[src/rtl/ldst_agu_pkg.sv]
package ldst_agu_pkg;

    localparam int unsigned XLEN   = 32;
    localparam int unsigned OFF_W  = 12;
    localparam int unsigned RIDX_W = 4;

    typedef logic [XLEN-1:0]   word_t;
    typedef logic [OFF_W-1:0]  off_t;
    typedef logic [RIDX_W-1:0] ridx_t;

    typedef enum logic [1:0] {
        AM_OFFSET = 2'd0,
        AM_PRE    = 2'd1,
        AM_POST   = 2'd2,
        AM_RSVD   = 2'd3
    } amode_e;

    typedef enum logic [1:0] {
        SZ_BYTE = 2'd0,
        SZ_HALF = 2'd1,
        SZ_WORD = 2'd2,
        SZ_PAIR = 2'd3
    } asize_e;

    typedef struct packed {
        word_t addr;
        word_t addr2;
        logic  wb_en;
        word_t wb_value;
        logic  illegal;
        word_t ld_value;
        logic  branch;
        word_t branch_target;
        logic  exec_err;
    } agu_rsp_t;

    function automatic word_t offset_apply(word_t base, off_t mag, logic up);
        word_t ext;
        ext = word_t'(mag);
        return up ? (base + ext) : (base - ext);
    endfunction

    function automatic logic mode_writes_back(amode_e m);
        return (m == AM_PRE) || (m == AM_POST);
    endfunction

    function automatic word_t load_extend(word_t raw, asize_e sz, logic sgn);
        word_t r;
        case (sz)
            SZ_BYTE: r = sgn ? {{(XLEN-8){raw[7]}}, raw[7:0]}
                             : {{(XLEN-8){1'b0}}, raw[7:0]};
            SZ_HALF: r = sgn ? {{(XLEN-16){raw[15]}}, raw[15:0]}
                             : {{(XLEN-16){1'b0}}, raw[15:0]};
            default: r = raw;
        endcase
        return r;
    endfunction

endpackage

[src/rtl/agu_addr_calc.sv]
module agu_addr_calc
    import ldst_agu_pkg::*;
#(
    parameter int unsigned N_LANES     = 2,
    parameter int unsigned LANE_STRIDE = 4
) (
    input  word_t  base,
    input  off_t   offset,
    input  logic   up,
    input  amode_e mode,
    output word_t  lane_addr [N_LANES],
    output word_t  wb_value,
    output logic   wb_req
);

    word_t moved;
    word_t first;

    assign moved    = offset_apply(base, offset, up);
    assign first    = (mode == AM_POST) ? base : moved;
    assign wb_value = moved;
    assign wb_req   = mode_writes_back(mode);

    for (genvar i = 0; i < N_LANES; i++) begin : g_lane
        assign lane_addr[i] = first + word_t'(i * LANE_STRIDE);
    end

endmodule

[src/rtl/agu_legality.sv]
module agu_legality
    import ldst_agu_pkg::*;
#(
    parameter int unsigned SP_IDX      = 13,
    parameter int unsigned PC_IDX      = 15,
    parameter int unsigned IMM_POS_MAX = 4095,
    parameter int unsigned IDX_MAX     = 255,
    parameter int unsigned NEG_MAX     = 255,
    parameter int unsigned PAIR_MAX    = 1020,
    parameter int unsigned PAIR_ALIGN  = 2
) (
    input  logic   is_load,
    input  amode_e mode,
    input  asize_e size,
    input  logic   up,
    input  off_t   offset,
    input  ridx_t  rn,
    input  ridx_t  rt,
    input  ridx_t  rt2,
    output logic   illegal
);

    localparam int unsigned MW = OFF_W + 1;
    localparam ridx_t SP_R = ridx_t'(SP_IDX);
    localparam ridx_t PC_R = ridx_t'(PC_IDX);

    logic [MW-1:0] mag;
    logic range_bad, regs_bad, mode_bad, wb, special_rt, pair;

    assign mag      = {1'b0, offset};
    assign mode_bad = (mode == AM_RSVD);
    assign wb       = mode_writes_back(mode);
    assign pair     = (size == SZ_PAIR);
    assign special_rt = (rt == SP_R) || (rt == PC_R);

    always_comb begin
        if (pair) begin
            range_bad = (mag > MW'(PAIR_MAX)) || (|offset[PAIR_ALIGN-1:0]);
        end else if (!up) begin
            range_bad = mag > MW'(NEG_MAX);
        end else if (mode == AM_OFFSET) begin
            range_bad = mag > MW'(IMM_POS_MAX);
        end else begin
            range_bad = mag > MW'(IDX_MAX);
        end
    end

    always_comb begin
        if (is_load) begin
            regs_bad = (special_rt && (size != SZ_WORD))
                    || (pair && (rt == rt2))
                    || (pair && wb && ((rn == rt) || (rn == rt2)));
        end else begin
            regs_bad = ((rt == SP_R) && (size != SZ_WORD))
                    || (rt == PC_R)
                    || (rn == PC_R);
        end
    end

    assign illegal = range_bad | regs_bad | mode_bad;

endmodule

[src/rtl/agu_load_path.sv]
module agu_load_path
    import ldst_agu_pkg::*;
#(
    parameter int unsigned PC_IDX = 15
) (
    input  logic   is_load,
    input  asize_e size,
    input  logic   sgn,
    input  ridx_t  rt,
    input  word_t  raw,
    input  logic   legal,
    output word_t  ld_value,
    output logic   branch,
    output word_t  branch_target,
    output logic   exec_err
);

    logic pc_word_load;

    assign pc_word_load  = legal && is_load && (size == SZ_WORD) && (rt == ridx_t'(PC_IDX));
    assign ld_value      = is_load ? load_extend(raw, size, sgn) : '0;
    assign branch        = pc_word_load && raw[0];
    assign exec_err      = pc_word_load && !raw[0];
    assign branch_target = branch ? {raw[XLEN-1:1], 1'b0} : '0;

endmodule

[src/rtl/ldst_agu.sv]
module ldst_agu
    import ldst_agu_pkg::*;
#(
    parameter int unsigned SP_IDX      = 13,
    parameter int unsigned PC_IDX      = 15,
    parameter int unsigned IMM_POS_MAX = 4095,
    parameter int unsigned IDX_MAX     = 255,
    parameter int unsigned NEG_MAX     = 255,
    parameter int unsigned PAIR_MAX    = 1020,
    parameter int unsigned PAIR_ALIGN  = 2
) (
    input  logic        clk,
    input  logic        rst,
    input  logic        req_valid,
    output logic        req_ready,
    input  logic        req_is_load,
    input  logic [1:0]  req_mode,
    input  logic [1:0]  req_size,
    input  logic        req_signed,
    input  logic        req_up,
    input  logic [11:0] req_offset,
    input  logic [31:0] req_base,
    input  logic [3:0]  req_rn,
    input  logic [3:0]  req_rt,
    input  logic [3:0]  req_rt2,
    input  logic [31:0] req_ld_data,
    output logic        rsp_valid,
    input  logic        rsp_ready,
    output logic [31:0] rsp_addr,
    output logic [31:0] rsp_addr2,
    output logic        rsp_wb_en,
    output logic [31:0] rsp_wb_value,
    output logic        rsp_illegal,
    output logic [31:0] rsp_ld_value,
    output logic        rsp_branch,
    output logic [31:0] rsp_branch_target,
    output logic        rsp_exec_err
);

    localparam int unsigned N_LANES     = 2;
    localparam int unsigned PAIR_STRIDE = XLEN / 8;

    amode_e mode;
    asize_e size;
    assign mode = amode_e'(req_mode);
    assign size = asize_e'(req_size);

    word_t lane_addr [N_LANES];
    word_t wb_value;
    logic  wb_req, illegal;
    word_t ld_value, br_target;
    logic  br, xerr;

    agu_addr_calc #(
        .N_LANES     (N_LANES),
        .LANE_STRIDE (PAIR_STRIDE)
    ) u_addr (
        .base      (req_base),
        .offset    (req_offset),
        .up        (req_up),
        .mode      (mode),
        .lane_addr (lane_addr),
        .wb_value  (wb_value),
        .wb_req    (wb_req)
    );

    agu_legality #(
        .SP_IDX      (SP_IDX),
        .PC_IDX      (PC_IDX),
        .IMM_POS_MAX (IMM_POS_MAX),
        .IDX_MAX     (IDX_MAX),
        .NEG_MAX     (NEG_MAX),
        .PAIR_MAX    (PAIR_MAX),
        .PAIR_ALIGN  (PAIR_ALIGN)
    ) u_legal (
        .is_load (req_is_load),
        .mode    (mode),
        .size    (size),
        .up      (req_up),
        .offset  (req_offset),
        .rn      (req_rn),
        .rt      (req_rt),
        .rt2     (req_rt2),
        .illegal (illegal)
    );

    agu_load_path #(
        .PC_IDX (PC_IDX)
    ) u_load (
        .is_load       (req_is_load),
        .size          (size),
        .sgn           (req_signed),
        .rt            (req_rt),
        .raw           (req_ld_data),
        .legal         (!illegal),
        .ld_value      (ld_value),
        .branch        (br),
        .branch_target (br_target),
        .exec_err      (xerr)
    );

    agu_rsp_t rsp_d, rsp_q;
    logic     valid_q, fire;

    always_comb begin
        rsp_d.addr          = lane_addr[0];
        rsp_d.addr2         = lane_addr[1];
        rsp_d.wb_en         = wb_req && !illegal;
        rsp_d.wb_value      = wb_value;
        rsp_d.illegal       = illegal;
        rsp_d.ld_value      = ld_value;
        rsp_d.branch        = br;
        rsp_d.branch_target = br_target;
        rsp_d.exec_err      = xerr;
    end

    assign req_ready = !valid_q || rsp_ready;
    assign fire      = req_valid && req_ready;

    always_ff @(posedge clk) begin
        if (rst) begin
            valid_q <= 1'b0;
            rsp_q   <= '0;
        end else if (fire) begin
            valid_q <= 1'b1;
            rsp_q   <= rsp_d;
        end else if (rsp_ready) begin
            valid_q <= 1'b0;
        end
    end

    assign rsp_valid         = valid_q;
    assign rsp_addr          = rsp_q.addr;
    assign rsp_addr2         = rsp_q.addr2;
    assign rsp_wb_en         = rsp_q.wb_en;
    assign rsp_wb_value      = rsp_q.wb_value;
    assign rsp_illegal       = rsp_q.illegal;
    assign rsp_ld_value      = rsp_q.ld_value;
    assign rsp_branch        = rsp_q.branch;
    assign rsp_branch_target = rsp_q.branch_target;
    assign rsp_exec_err      = rsp_q.exec_err;


    a_r13_reset_idle: assert property (@(posedge clk) disable iff (rst)
        $past(rst) |-> !rsp_valid);


    a_r1_post_addr: assert property (@(posedge clk) disable iff (rst)
        (fire && req_mode == AM_POST) |=> rsp_addr == $past(req_base));


    a_r2_pre_wb: assert property (@(posedge clk) disable iff (rst)
        (fire && req_mode == AM_PRE) |=>
            (rsp_illegal || (rsp_wb_en && rsp_wb_value == rsp_addr)));


    a_r3_offset_no_wb: assert property (@(posedge clk) disable iff (rst)
        (fire && req_mode == AM_OFFSET) |=> !rsp_wb_en);


    a_r6_pair_lane: assert property (@(posedge clk) disable iff (rst)
        rsp_valid |-> rsp_addr2 == rsp_addr + PAIR_STRIDE);


    a_r10_target_even: assert property (@(posedge clk) disable iff (rst)
        rsp_branch |-> (!rsp_branch_target[0] && !rsp_exec_err));


    a_r11_illegal_quiet: assert property (@(posedge clk) disable iff (rst)
        rsp_illegal |-> (!rsp_wb_en && !rsp_branch && !rsp_exec_err));


    a_r12_hold: assert property (@(posedge clk) disable iff (rst)
        (rsp_valid && !rsp_ready) |=>
            (rsp_valid && $stable(rsp_addr) && $stable(rsp_wb_value) && $stable(rsp_illegal)));

endmodule

[config.mk]
export PLATFORM = sky130hd
export DESIGN_NAME = ldst_agu
export DESIGN_NICKNAME = d
export VERILOG_FILES = /design/src/rtl/ldst_agu_pkg.sv /design/src/rtl/agu_addr_calc.sv /design/src/rtl/agu_legality.sv /design/src/rtl/agu_load_path.sv /design/src/rtl/ldst_agu.sv
export SDC_FILE = /design/constraint.sdc
export NUM_CORES = 1
export LEC_CHECK = 0
export CAP_MARGIN = 10
export CORE_MARGIN = 1.5
export CORE_UTILIZATION = 40
export CTS_CLUSTER_SIZE = 25
export DETAILED_ROUTE_END_ITERATION = 8
export GPL_TIMING_DRIVEN = 0
export HOLD_SLACK_MARGIN = 0.08
export PLACE_DENSITY = 0.69
export SKIP_LAST_GASP = 1
export SYNTH_ARGS = -nofsm -noshare
export SYNTH_HDL_FRONTEND = slang
export SYNTH_SLANG_ARGS = --single-unit
[constraint.sdc]
create_clock -name clk -period 7.6 [get_ports clk]
set_clock_uncertainty 0.05 [all_clocks]
set_input_delay 1.52 -clock clk [delete_from_list [all_inputs] [get_ports clk]]
set_output_delay 1.52 -clock clk [all_outputs]
set_load 0.02 [all_outputs]
; ---- Word-level counts from Yosys, hierarchy flattened
; Index checks and enable logic that the tools add are counted.
[word_totals]
regBits = 165
elab_cells = 72
input_bits = 99
out_inout_bits = 166
[op_classes]
eq_ne = 13
order_cmp = 3
mux = 13
n_addsub = 3
reduce_logical = 28
bitwise_logic = 2
[op_table]
columns = cell, n
row1 = $mux W32, 6
row2 = $pmux W32 S2, 1
row3 = $add A32 B12 Y32, 1
row4 = $add A32 B3 Y32 const B, 1
row5 = $sub A32 B12 Y32, 1
row6 = $eq A4 B4 Y1, 3
row7 = $eq A4 B4 Y1 const B, 3
row8 = $gt A12 B10 Y1 const B, 1
row9 = $gt A12 B12 Y1 const B, 1
row10 = $gt A12 B8 Y1 const B, 1
row11 = $logic_and A1 B1 Y1, 12
row12 = $logic_or A1 B1 Y1, 9
row13 = $eq A2 B2 Y1 const B, 4
row14 = $mux W1, 6
row15 = $eq A2 B1 Y1 const B, 2
row16 = $logic_not A2 Y1, 2
row17 = $logic_not A1 Y1, 3
row18 = $ne A2 B2 Y1 const B, 1
row19 = $or A1 B1 Y1, 2
row20 = $reduce_bool A2 Y1, 1
row21 = $reduce_or A2 Y1, 1

; ---- Logic depth before layout (Yosys ltp)
; Gate-level depths: netlist (run 1).
[depth]
depth_word = 14
mapped_depth = 19
depth_no_buf = 17

; ---- Cells and area by module
; Synthesis (run 1) repeated with hierarchy kept, for this count alone.
[hier_totals]
cells_unflattened = 1439
area_unflattened_um2 = 10910.5
[by_module_without_submodules]
columns = mod, n_inst, seq_area_each_um2, cells_each, area_per_inst_um2
row1 = ldst_agu, 1, 3303.2, 752, 6223.5
row2 = agu_addr_calc, 1, 0.0, 519, 3473.3
row3 = agu_load_path, 1, 0.0, 131, 950.9
row4 = agu_legality, 1, 0.0, 37, 262.8

; ---- Least setup slack after synthesis (run 1)
; OpenSTA, ideal clock, no wires.
[synth_timing]
kind = input-to-reg
start = input req_offset[4]
end = register rsp_q (netlist bit rsp_addr2[30])
path_slack_ns = 1.719
cell_stages = 18
arrival_ns = 5.711
required_time_ns = 7.430
cell_sequence = nor4_1 nand2b_1 or4_1 nor4_1 ha_1 mux2_2 ha_1 buf_2 a21oi_1 o21ai_0 a211o_1 a31o_2 xnor2_1 o31a_1 or3_4 nor3_2 a311oi_1 a211o_1
[synth_via]
elab_chain_len = 4
elab_cells_between_ends = 5
classes_between = add/sub (3) / mux (2)
[synth_rtl]
columns = item, line
row1 = "start, declared", ldst_agu.sv:21  ; input logic [11:0] req_offset,
row2 = $sub A32 B12 Y32 or $add A32 B12 Y32 (tied branches), ldst_agu_pkg.sv:40  ; return up ? (base + ext) : (base - ext);
row3 = $mux W32 (*), ldst_agu_pkg.sv:40
row4 = $mux W32 (*), agu_addr_calc.sv:20  ; assign first = (mode == AM_POST) ? base : moved;
row5 = $add A32 B3 Y32 (*), agu_addr_calc.sv:25  ; assign lane_addr[i] = first + word_t'(i * LANE_STRIDE);
row6 = "end signal, assigned", ldst_agu.sv:126  ; rsp_q <= rsp_d;
row7 = "end, declared", ldst_agu.sv:102  ; agu_rsp_t rsp_d, rsp_q;
; Every way passes the cells marked *; elsewhere a longest branch is shown, timed or not.
; A chain may end at the register's enable or synchronous reset.

; ---- Final worst setup path (run 1)
[layout_timing]
start = input req_offset[0]
end = register rsp_q (netlist bit rsp_addr2[30])
; The elaborated chain is that of the path after synthesis.

==> impl_metrics.json, run 1 <==
{
  "dp.cells": 1806,
  "min_to": "rsp_ld_value[23]",
  "rsz0062_at_grt": "false",
  "drc_errors": 0,
  "row_count": 56,
  "path_depth": 17,
  "reg2reg_from": "rsp_valid",
  "synth_flop_cell": "dfxtp_1",
  "post_cts_buffers": 0,
  "grt_usage": 0.305,
  "crit_fanout": 9,
  "ios": 265,
  "slew_violations": 0,
  "finalNonFillerCells": 1838,
  "drive_gt1_frac": 0.0606,
  "slew-limit-headroom": 0.238,
  "synth_top_area_frac": 0.342,
  "vias_per_cell": 5.65,
  "status": "finished clean",
  "vdd_ir_drop_max_v": 0.000124,
  "syn_nets": 1361,
  "placed_area_sq_um": 12500,
  "synth_edf_count": 0,
  "ys_types": 86,
  "grt_max_degree": 20,
  "wl_per_cell_um": 20.6,
  "synth_cells": 1224,
  "cts_tree": "built",
  "start_util": 0.406,
  "critPathKind": "in -> reg",
  "synth_seq_cells": 162,
  "worstMarginPinSlew_ns": 1.13,
  "cts_root_buf": "clkbuf_16",
  "clock.fmax_ghz": 0.146,
  "num_vias": 10380,
  "ctsLongestPathBuffers": 2,
  "utilization": 0.561,
  "gr-total-overflow": 0,
  "required_ns": 7.88,
  "cts_made_buffers": 17,
  "ant_nets": 0,
  "fin_crit_ns": 6.85,
  "min_path_cells": 2,
  "clk_latency_ns": 0.43,
  "clkTransAtPathRegs_ns": 0.08,
  "diodes": 0,
  "first_global_vias": 9910,
  "yosys.area.top_type": "dfxtp_1",
  "cpPeakStageDelay_ns": 0.80,
  "gp_congestion": 0.952,
  "whs_ns": 0.401,
  "area_delta_synth_final_pct": 38.4,
  "max_cap_viol_count": 0,
  "firstDrtPassIters": 7,
  "cp_top_family": "compound AO/OA/AOI/OAI gates",
  "grt_antenna_before_repair": 0,
  "grt_first_pass_wirelength_um": 57100,
  "syn_area_sq_um": 9490,
  "regToRegSetupSlack_ns": 4.71,
  "die_h_um": 157,
  "hp-start": "rsp_ld_value[23]",
  "postLayoutCellArea_sq_um": 13100,
  "routed_wl_um": 37900,
  "dieWidth_um": 157,
  "drt_first_iter_violations": 856,
  "crit_chain": "clkdlybuf4s50_1, inv_1, ha_1, nor3b_1, a21oi_1, ha_1, buf_2, a21oi_1, o21ai_0, a221oi_1, a21o_1, a31oi_1, or2_1, or3_4, nor3_2, a311oi_1, a211o_1",
  "cts.hold.buffers_added": 0,
  "top_usage_layer": "met2",
  "ctsResizeCount": 0,
  "htreeDepth": 4,
  "port_buffers": 263,
  "synth-warning-count": 0,
  "crit_slowest_cell": "nor3b_1",
  "setup_viol": 0,
  "grt_util_met1": 0.387,
  "worstReg2RegEnd": "rsp_branch_target[29]",
  "powerDensity_nw_per_um2": 207,
  "crit_arrival_ns": 7.13,
  "synth_area_leaders": "dfxtp_1 34%, a21oi_1 6.8%, nand2_1 6.2%",
  "dieArea_sq_um": 24700,
  "fin_nets": 1643,
  "cp-end-kind": "flip-flop",
  "p_leak_nw": 4.89,
  "clock-sinks": 162,
  "cp-start-kind": "input port",
  "ys_seq_area_frac": 0.342,
  "cp_num_buf_inv": 3,
  "setup_tns_ns": 0,
  "grt_util_met3": 0.0614,
  "hold_viol": 0,
  "reg2reg_depth": 8,
  "timing.final.crit_share": 0.902,
  "synthArstFlopShare": 0,
  "core_area_sq_um": 23400,
  "synth.avg_cell_area_sq_um": 7.76,
  "min_path_type": "reg -> reg",
  "post-dp-hpwl_um": 30200,
  "grt_util_met2": 0.511
}
[cell usage in the layout, fill, tap and decap left out, drive strengths merged, types with 37 or more instances in the layout]
cell,instances
dfxtp,162
nand3,46
ha,37
nor3,38
o21ai,62
nor2,153
a21oi,133
nand2,157
clkbuf,76
a22oi,42
clkdlybuf4s50,263
[power by group]
group / switching (W) / internal [W]
Sequential: 0.0000424 / 0.000911
Combinational: 0.000545 / 0.000352
Clock: 0.000428 / 0.000446
[sequential cells by signal, indices dropped and copies added (netlist names)]
register,count
rsp_ld_value,32
rsp_branch,1
rsp_addr2,30
rsp_valid,1
rsp_addr,32
rsp_illegal,1
rsp_wb_value,32
rsp_branch_target,31
rsp_wb_en,1
rsp_exec_err,1
[cells in the mapped netlist (all sizes together) (2+ instances only)]
cell / instances
a221oi: 5
mux2i: 10
nor4: 10
a21oi: 133
clkbuf: 59
o21bai: 5
a31o: 6
nand3: 46
o21a: 8
nand3b: 4
a311o: 2
nor2b: 2
or2: 4
o31a: 7
and2: 11
nand2: 157
a22oi: 42
a2bb2oi: 2
a21boi: 4
xor2: 36
and3: 9
xnor2: 23
o211ai: 10
a311oi: 4
dfxtp: 162
o31ai: 8
ha: 37
o22ai: 2
nand4: 24
inv: 20
nor2: 153
and3b: 2
and4: 4
or3: 7
nor3: 38
nor3b: 2
buf: 26
nand2b: 6
a31oi: 6
a211o: 9
a21o: 6
a211oi: 27
mux2: 4
o21ai: 62
[worst reg2reg max path: cells and delay by family, from the launching register on]
family | cells | cell delay (ns)
flip-flops | 1 | 0.32
buffers and inverters | 1 | 0.45
AO/OA/AOI/OAI | 1 | 0.13
AND/OR/NAND/NOR | 6 | 1.88
[cell type report]
cell class / count / area [sq um]
fillers: 2289 / 10300
clock inverters: 15 / 184
plain buffers: 85 / 367
repair buffers: 263 / 2630
inverters: 21 / 78.8
multi-input cells: 956 / 5800
well taps: 319 / 399
clock buffers: 17 / 425
flip-flops and latches: 162 / 3240
[how the worst max path moves through the flow]
stage                  start       endpoint  slack (ns)
5_1_grt        req_offset[4]  rsp_addr2[30]        0.45
6_report       req_offset[0]  rsp_addr2[30]        0.75
3_3_place_gp   req_offset[2]  rsp_addr2[30]        0.40
2_1_floorplan  req_offset[4]  rsp_addr2[30]        1.72
3_5_place_dp   req_offset[4]  rsp_addr2[30]        0.36
4_1_cts        req_offset[4]  rsp_addr2[30]        0.81
[through the flow]
stage | power [W] | setup slack [ns]
floorplan | 0.00149 | 1.72
CTS | 0.00272 | 0.814
global route | 0.00285 | 0.449
global placement | 0.00185 | 0.396
finish | 0.00272 | 0.748
detailed placement | 0.00185 | 0.359
[routing by layer]
metal  part of all wire  routed length, um  vias to the layer above
met5                  0                  0                        -
met4              0.031               1170                        0
met3              0.085               3220                       73
met2               0.47              17600                      498
met1               0.42              15800                     4851
li1                   -                  -                     4958
[cell families (layout without fill, tap and decap cells)]
family / after synthesis / count (layout) / share of synthesized area
AOI/OAI and AO/OA: 361 / 361 / 0.254
xor gates and xnor gates: 59 / 59 / 0.0544
adders and majority gates: 38 / 38 / 0.0509
buffers and inverters: 106 / 401 / 0.0469
DFF: 162 / 162 / 0.342
muxes: 14 / 14 / 0.0153
other: 1 / 1 / 0.000395
and+or+nand+nor: 483 / 483 / 0.237
Power figures use the tool's default switching activity.
==> inputs of run 2 (changes only) <==
--- a/config.mk
+++ b/config.mk
@@ -10,6 +10,7 @@
 export CORE_UTILIZATION = 40
 export CTS_CLUSTER_SIZE = 25
 export DETAILED_ROUTE_END_ITERATION = 8
+export GPL_ROUTABILITY_DRIVEN = 0
 export GPL_TIMING_DRIVEN = 0
 export HOLD_SLACK_MARGIN = 0.08
 export PLACE_DENSITY = 0.69
==> impl_metrics.json, run 2 (synthesis results as in run 1) <==
{
  "status": "finished clean",
  "clkTransAtPathRegs_ns": 0.08,
  "dieArea_sq_um": 24700,
  "crit_start": "req_offset[2]",
  "timing.final.crit_share": 0.893,
  "slew-limit-headroom": 0.300,
  "cts_tree": "built",
  "hold_viol": 0,
  "rsz0062_at_grt": "false",
  "slew_violations": 0,
  "ant_nets": 0,
  "setup_viol": 0,
  "grt_max_degree": 21,
  "worstMarginPinSlew_ns": 1.04,
  "clock.fmax_ghz": 0.147,
  "drive_gt1_frac": 0.0606,
  "worstReg2RegEnd": "rsp_branch_target[30]",
  "num_vias": 10514,
  "post_cts_buffers": 0,
  "layout_common_cells": "263 x clkdlybuf4s50_1, 162 x dfxtp_1, 157 x nand2_1, 153 x nor2_1, 129 x a21oi_1",
  "whs_ns": 0.405,
  "clk_latency_ns": 0.43,
  "cts.hold.buffers_added": 0,
  "critPathKind": "in -> reg",
  "cp-end-kind": "flip-flop",
  "first_global_vias": 9725,
  "grt_antenna_before_repair": 0,
  "crit_fanout": 9,
  "cp-start-kind": "input port",
  "internal_power_w": 0.00172,
  "drt_first_iter_violations": 859,
  "ctsLongestPathBuffers": 2,
  "switching_share": 0.375,
  "fin_crit_ns": 6.79,
  "wl_per_cell_um": 19.9,
  "max_cap_viol_count": 0,
  "reg2reg_from": "rsp_valid",
  "min_path_type": "reg -> reg",
  "diodes": 0,
  "final_common_cell": "clkdlybuf4s50_1",
  "regArea_sq_um": 3240,
  "htreeDepth": 4,
  "total_power_w": 0.00275,
  "setup_tns_ns": 0,
  "pwr-share-comb": 0.324,
  "cts_root_buf": "clkbuf_16",
  "drc_errors": 0,
  "grt_first_pass_wirelength_um": 55300,
  "clock-sinks": 162,
  "start_util": 0.406,
  "area_delta_synth_final_pct": 38.5,
  "powerDensity_nw_per_um2": 209,
  "routed_wl_um": 36600,
  "utilization": 0.562,
  "dieWidth_um": 157,
  "required_ns": 7.87,
  "core_area_sq_um": 23400,
  "power_switching_w": 0.00103,
  "post-dp-hpwl_um": 28900,
  "crit_arrival_ns": 7.06,
  "vias_per_cell": 5.72,
  "cts_made_buffers": 17,
  "clkPwrFrac": 0.330,
  "vdd_ir_drop_max_v": 0.000137,
  "port_buffers": 263,
  "gr-total-overflow": 0,
  "die_h_um": 157,
  "p_leak_nw": 4.91,
  "firstDrtPassIters": 6,
  "regToRegSetupSlack_ns": 4.66,
  "row_count": 56,
  "reg2reg_depth": 8,
  "ctsResizeCount": 0,
  "multiInputGateArea_sq_um": 5800,
  "fill_cells": 2263,
  "sequentialPowerShare": 0.347,
  "ios": 265,
  "grt_usage": 0.294,
  "endpoint": "rsp_addr2[30]",
  "fin_nets": 1643
}
[run 2: cell types whose count changed in the layout (fill, tap and decap cells not counted)]
cell        change
clkinvlp_4      -2
inv_12          +3
inv_8           -1
clkinv_4        +1
clkinv_8        -1
[run 2: how the worst min path moves through the flow]
stage	start	endpoint	cells past startpoint
2_1_floorplan	rsp_addr2[10]	rsp_addr2[10]	2
3_3_place_gp	rsp_ld_value[23]	rsp_ld_value[23]	2
3_5_place_dp	rsp_ld_value[6]	rsp_ld_value[6]	2
4_1_cts	rsp_ld_value[6]	rsp_ld_value[6]	2
5_1_grt	rsp_ld_value[2]	rsp_ld_value[2]	2
6_report	rsp_ld_value[20]	rsp_ld_value[20]	2
[run 2: routing by layer]
metal / vias up / GRT usage / part of all wire
li1: 4966 / - / -
met1: 4932 / 0.368 / 0.41
met2: 529 / 0.492 / 0.46
met3: 87 / 0.0688 / 0.093
met4: 0 / 0.108 / 0.033
met5: - / 0 / 0
[run 2: critical path: stages]
cell             delay (ns)
clkdlybuf4s50_1        0.49
nor4_1                 0.41
nand2b_1               0.17
nor3b_1                0.80
a21oi_1                0.18
xor2_1                 0.20
ha_1                   0.27
buf_2                  0.18
a21oi_1                0.26
o21ai_0                0.18
a221oi_1               0.50
a21o_1                 0.26
a31oi_1                0.25
or2_1                  0.33
or3_4                  0.37
nor3_2                 0.23
a311oi_1               0.15
a211o_1                0.29
[run 2: cell type report]
class / count / area share
multi-input cells: 956 / 0.441
flip-flops and latches: 162 / 0.247
repair buffers: 263 / 0.200
clock buffers: 17 / 0.0324
well taps: 319 / 0.0304
plain buffers: 85 / 0.0279
clock inverters: 15 / 0.0151
inverters: 21 / 0.00599
[run 2: through the flow]
stage                     instance area (sq um)  worst slack, ns  cells
after floorplan                            9490             1.72   1224
after global placement                    12500            0.572   1806
after detailed placement                  12500            0.467   1806
after CTS                                 13100            0.880   1838
after global routing                      13100            0.414   1838
final                                     13100            0.811   1838
[run 2: power groups by stage]
| stage | clock network (W) | registers (W) | logic (W) |
|---|---|---|---|
| after floorplan | 0 | 0.00104 | 0.000454 |
| after global placement | 0 | 0.000971 | 0.000867 |
| after detailed placement | 0 | 0.000972 | 0.000873 |
| after CTS | 0.000913 | 0.000953 | 0.000877 |
| after global routing | 0.000951 | 0.000958 | 0.000961 |
| final | 0.000906 | 0.000952 | 0.000890 |
==> inputs of run 3 (changes only) <==
--- a/config.mk
+++ b/config.mk
@@ -6,7 +6,6 @@
 export NUM_CORES = 1
 export LEC_CHECK = 0
 export CAP_MARGIN = 10
-export CORE_MARGIN = 1.5
 export CORE_UTILIZATION = 40
 export CTS_CLUSTER_SIZE = 25
 export DETAILED_ROUTE_END_ITERATION = 8
==> impl_metrics.json, run 3 (synthesis results as in run 1) <==
{
  "area_delta_synth_final_pct": 38.6,
  "num_vias": 10455,
  "drive_gt1_frac": 0.0606,
  "fin_nets": 1643,
  "clkTransAtPathRegs_ns": 0.08,
  "utilization": 0.562,
  "post-dp-hpwl_um": 28600,
  "clkPwrFrac": 0.329,
  "firstDrtPassIters": 5,
  "ios": 265,
  "reg2reg_depth": 8,
  "powerDensity_nw_per_um2": 209,
  "min_path_cells": 2,
  "cp-start-kind": "input port",
  "grt_usage": 0.295,
  "regToRegSetupSlack_ns": 4.51,
  "cts_root_buf": "clkbuf_16",
  "vias_per_cell": 5.69,
  "internal_power_w": 0.00172,
  "sequentialPowerShare": 0.346,
  "fin_ws_ns": 0.756,
  "drt_first_iter_violations": 1016,
  "first_global_vias": 9740,
  "setup_tns_ns": 0,
  "ant_nets": 0,
  "start_util": 0.406,
  "pwr-share-comb": 0.325,
  "slew_violations": 0,
  "pre_cts_slack_ns": 0.521,
  "cpPeakStageDelay_ns": 0.86,
  "cts_tree": "built",
  "gr-total-overflow": 0,
  "crit_arrival_ns": 7.13,
  "ctsResizeCount": 0,
  "required_ns": 7.88,
  "cp_top_family": "simple AND/OR/NAND/NOR gates",
  "crit_slowest_cell": "nor4_1",
  "htreeDepth": 4,
  "hold_viol": 0,
  "vdd_ir_drop_max_v": 0.000109,
  "diodes": 0,
  "post_cts_buffers": 0,
  "row_count": 56,
  "ctsLongestPathBuffers": 2,
  "layout_common_cells": "263 x clkdlybuf4s50_1, 162 x dfxtp_1, 157 x nand2_1, 153 x nor2_1, 129 x a21oi_1",
  "timing.final.crit_share": 0.900,
  "worstMarginPinSlew_ns": 1.11,
  "routed_wl_um": 36400,
  "path_depth": 17,
  "min_path_type": "reg -> reg",
  "cp-end-kind": "flip-flop",
  "dieArea_sq_um": 24400,
  "crit_fanout": 10,
  "critPathKind": "in -> reg",
  "p_leak_nw": 4.91,
  "wl_per_cell_um": 19.8,
  "total_power_w": 0.00274,
  "clk_latency_ns": 0.43,
  "cp_common_cell": "nor4_1",
  "die_h_um": 156,
  "fin_crit_ns": 6.84,
  "crit_chain": "clkdlybuf4s50_1, nor4_1, nand2b_1, nor4_1, a21oi_1, ha_1, buf_2, nand4_1, nor3_1, nand3_1, and4_1, o31a_1, or2_1, or3_4, nor3_2, a311oi_1, a211o_1",
  "power_switching_w": 0.00103,
  "grt_antenna_before_repair": 0,
  "cts_made_buffers": 17,
  "rsz0062_at_grt": "false",
  "clock.fmax_ghz": 0.146,
  "cts.hold.buffers_added": 0,
  "status": "finished clean",
  "core_area_sq_um": 23400,
  "final_common_cell": "clkdlybuf4s50_1",
  "max_cap_viol_count": 0,
  "setup_viol": 0,
  "dieWidth_um": 156,
  "switching_share": 0.374,
  "grt_max_degree": 21,
  "drc_errors": 0,
  "fill_cells": 2235,
  "clock-sinks": 162,
  "port_buffers": 263,
  "slew-limit-headroom": 0.256,
  "grt_first_pass_wirelength_um": 54500,
  "cp_num_buf_inv": 2
}
run 3: power groups by stage:
stage / registers (W) / logic (W) / clock network, W
4_1_cts: 0.000951 / 0.000878 / 0.000910
2_1_floorplan: 0.00104 / 0.000454 / 0
5_1_grt: 0.000957 / 0.000957 / 0.000942
6_report: 0.000950 / 0.000892 / 0.000902
3_3_place_gp: 0.000970 / 0.000867 / 0
3_5_place_dp: 0.000970 / 0.000873 / 0
run 3: final timing paths:
check,startpoint,endpoint
max,req_offset[2],rsp_addr2[30]
min,rsp_ld_value[25],rsp_ld_value[25]
max reg2reg,rsp_valid,rsp_branch_target[22]
min reg2reg,rsp_ld_value[25],rsp_ld_value[25]
run 3: metal layers:
layer,global-route usage,share of wire,vias to the layer above
met5,0,0,-
met4,0.144,0.041,0
met3,0.0617,0.088,88
met2,0.489,0.46,526
met1,0.361,0.41,4873
li1,-,-,4968
run 3: stage by stage:
stage | instances | area, sq um | hold WS, ns
2_1_floorplan | 1224 | 9490 | 0.480
3_3_place_gp | 1806 | 12500 | 0.389
3_5_place_dp | 1806 | 12500 | 0.394
4_1_cts | 1838 | 13200 | 0.404
5_1_grt | 1838 | 13200 | 0.421
6_report | 1838 | 13200 | 0.405
run 3: tightest hold or removal path, cell delays in order (launching register included):
cell	delay (ns)
dfxtp_1	0.32
nand2_1	0.05
a21oi_1	0.05
run 3: area by class of cell:
cell class | instances | area (sq um) | area share
Sequential cell | 162 | 3240 | 0.247
Clock inverter | 15 | 204 | 0.0155
Buffer | 85 | 367 | 0.0279
Timing Repair Buffer | 263 | 2630 | 0.200
Tap cell | 319 | 399 | 0.0303
Multi-Input combinational cell | 956 | 5800 | 0.441
Clock buffer | 17 | 425 | 0.0323
Inverter | 21 | 78.8 | 0.00599
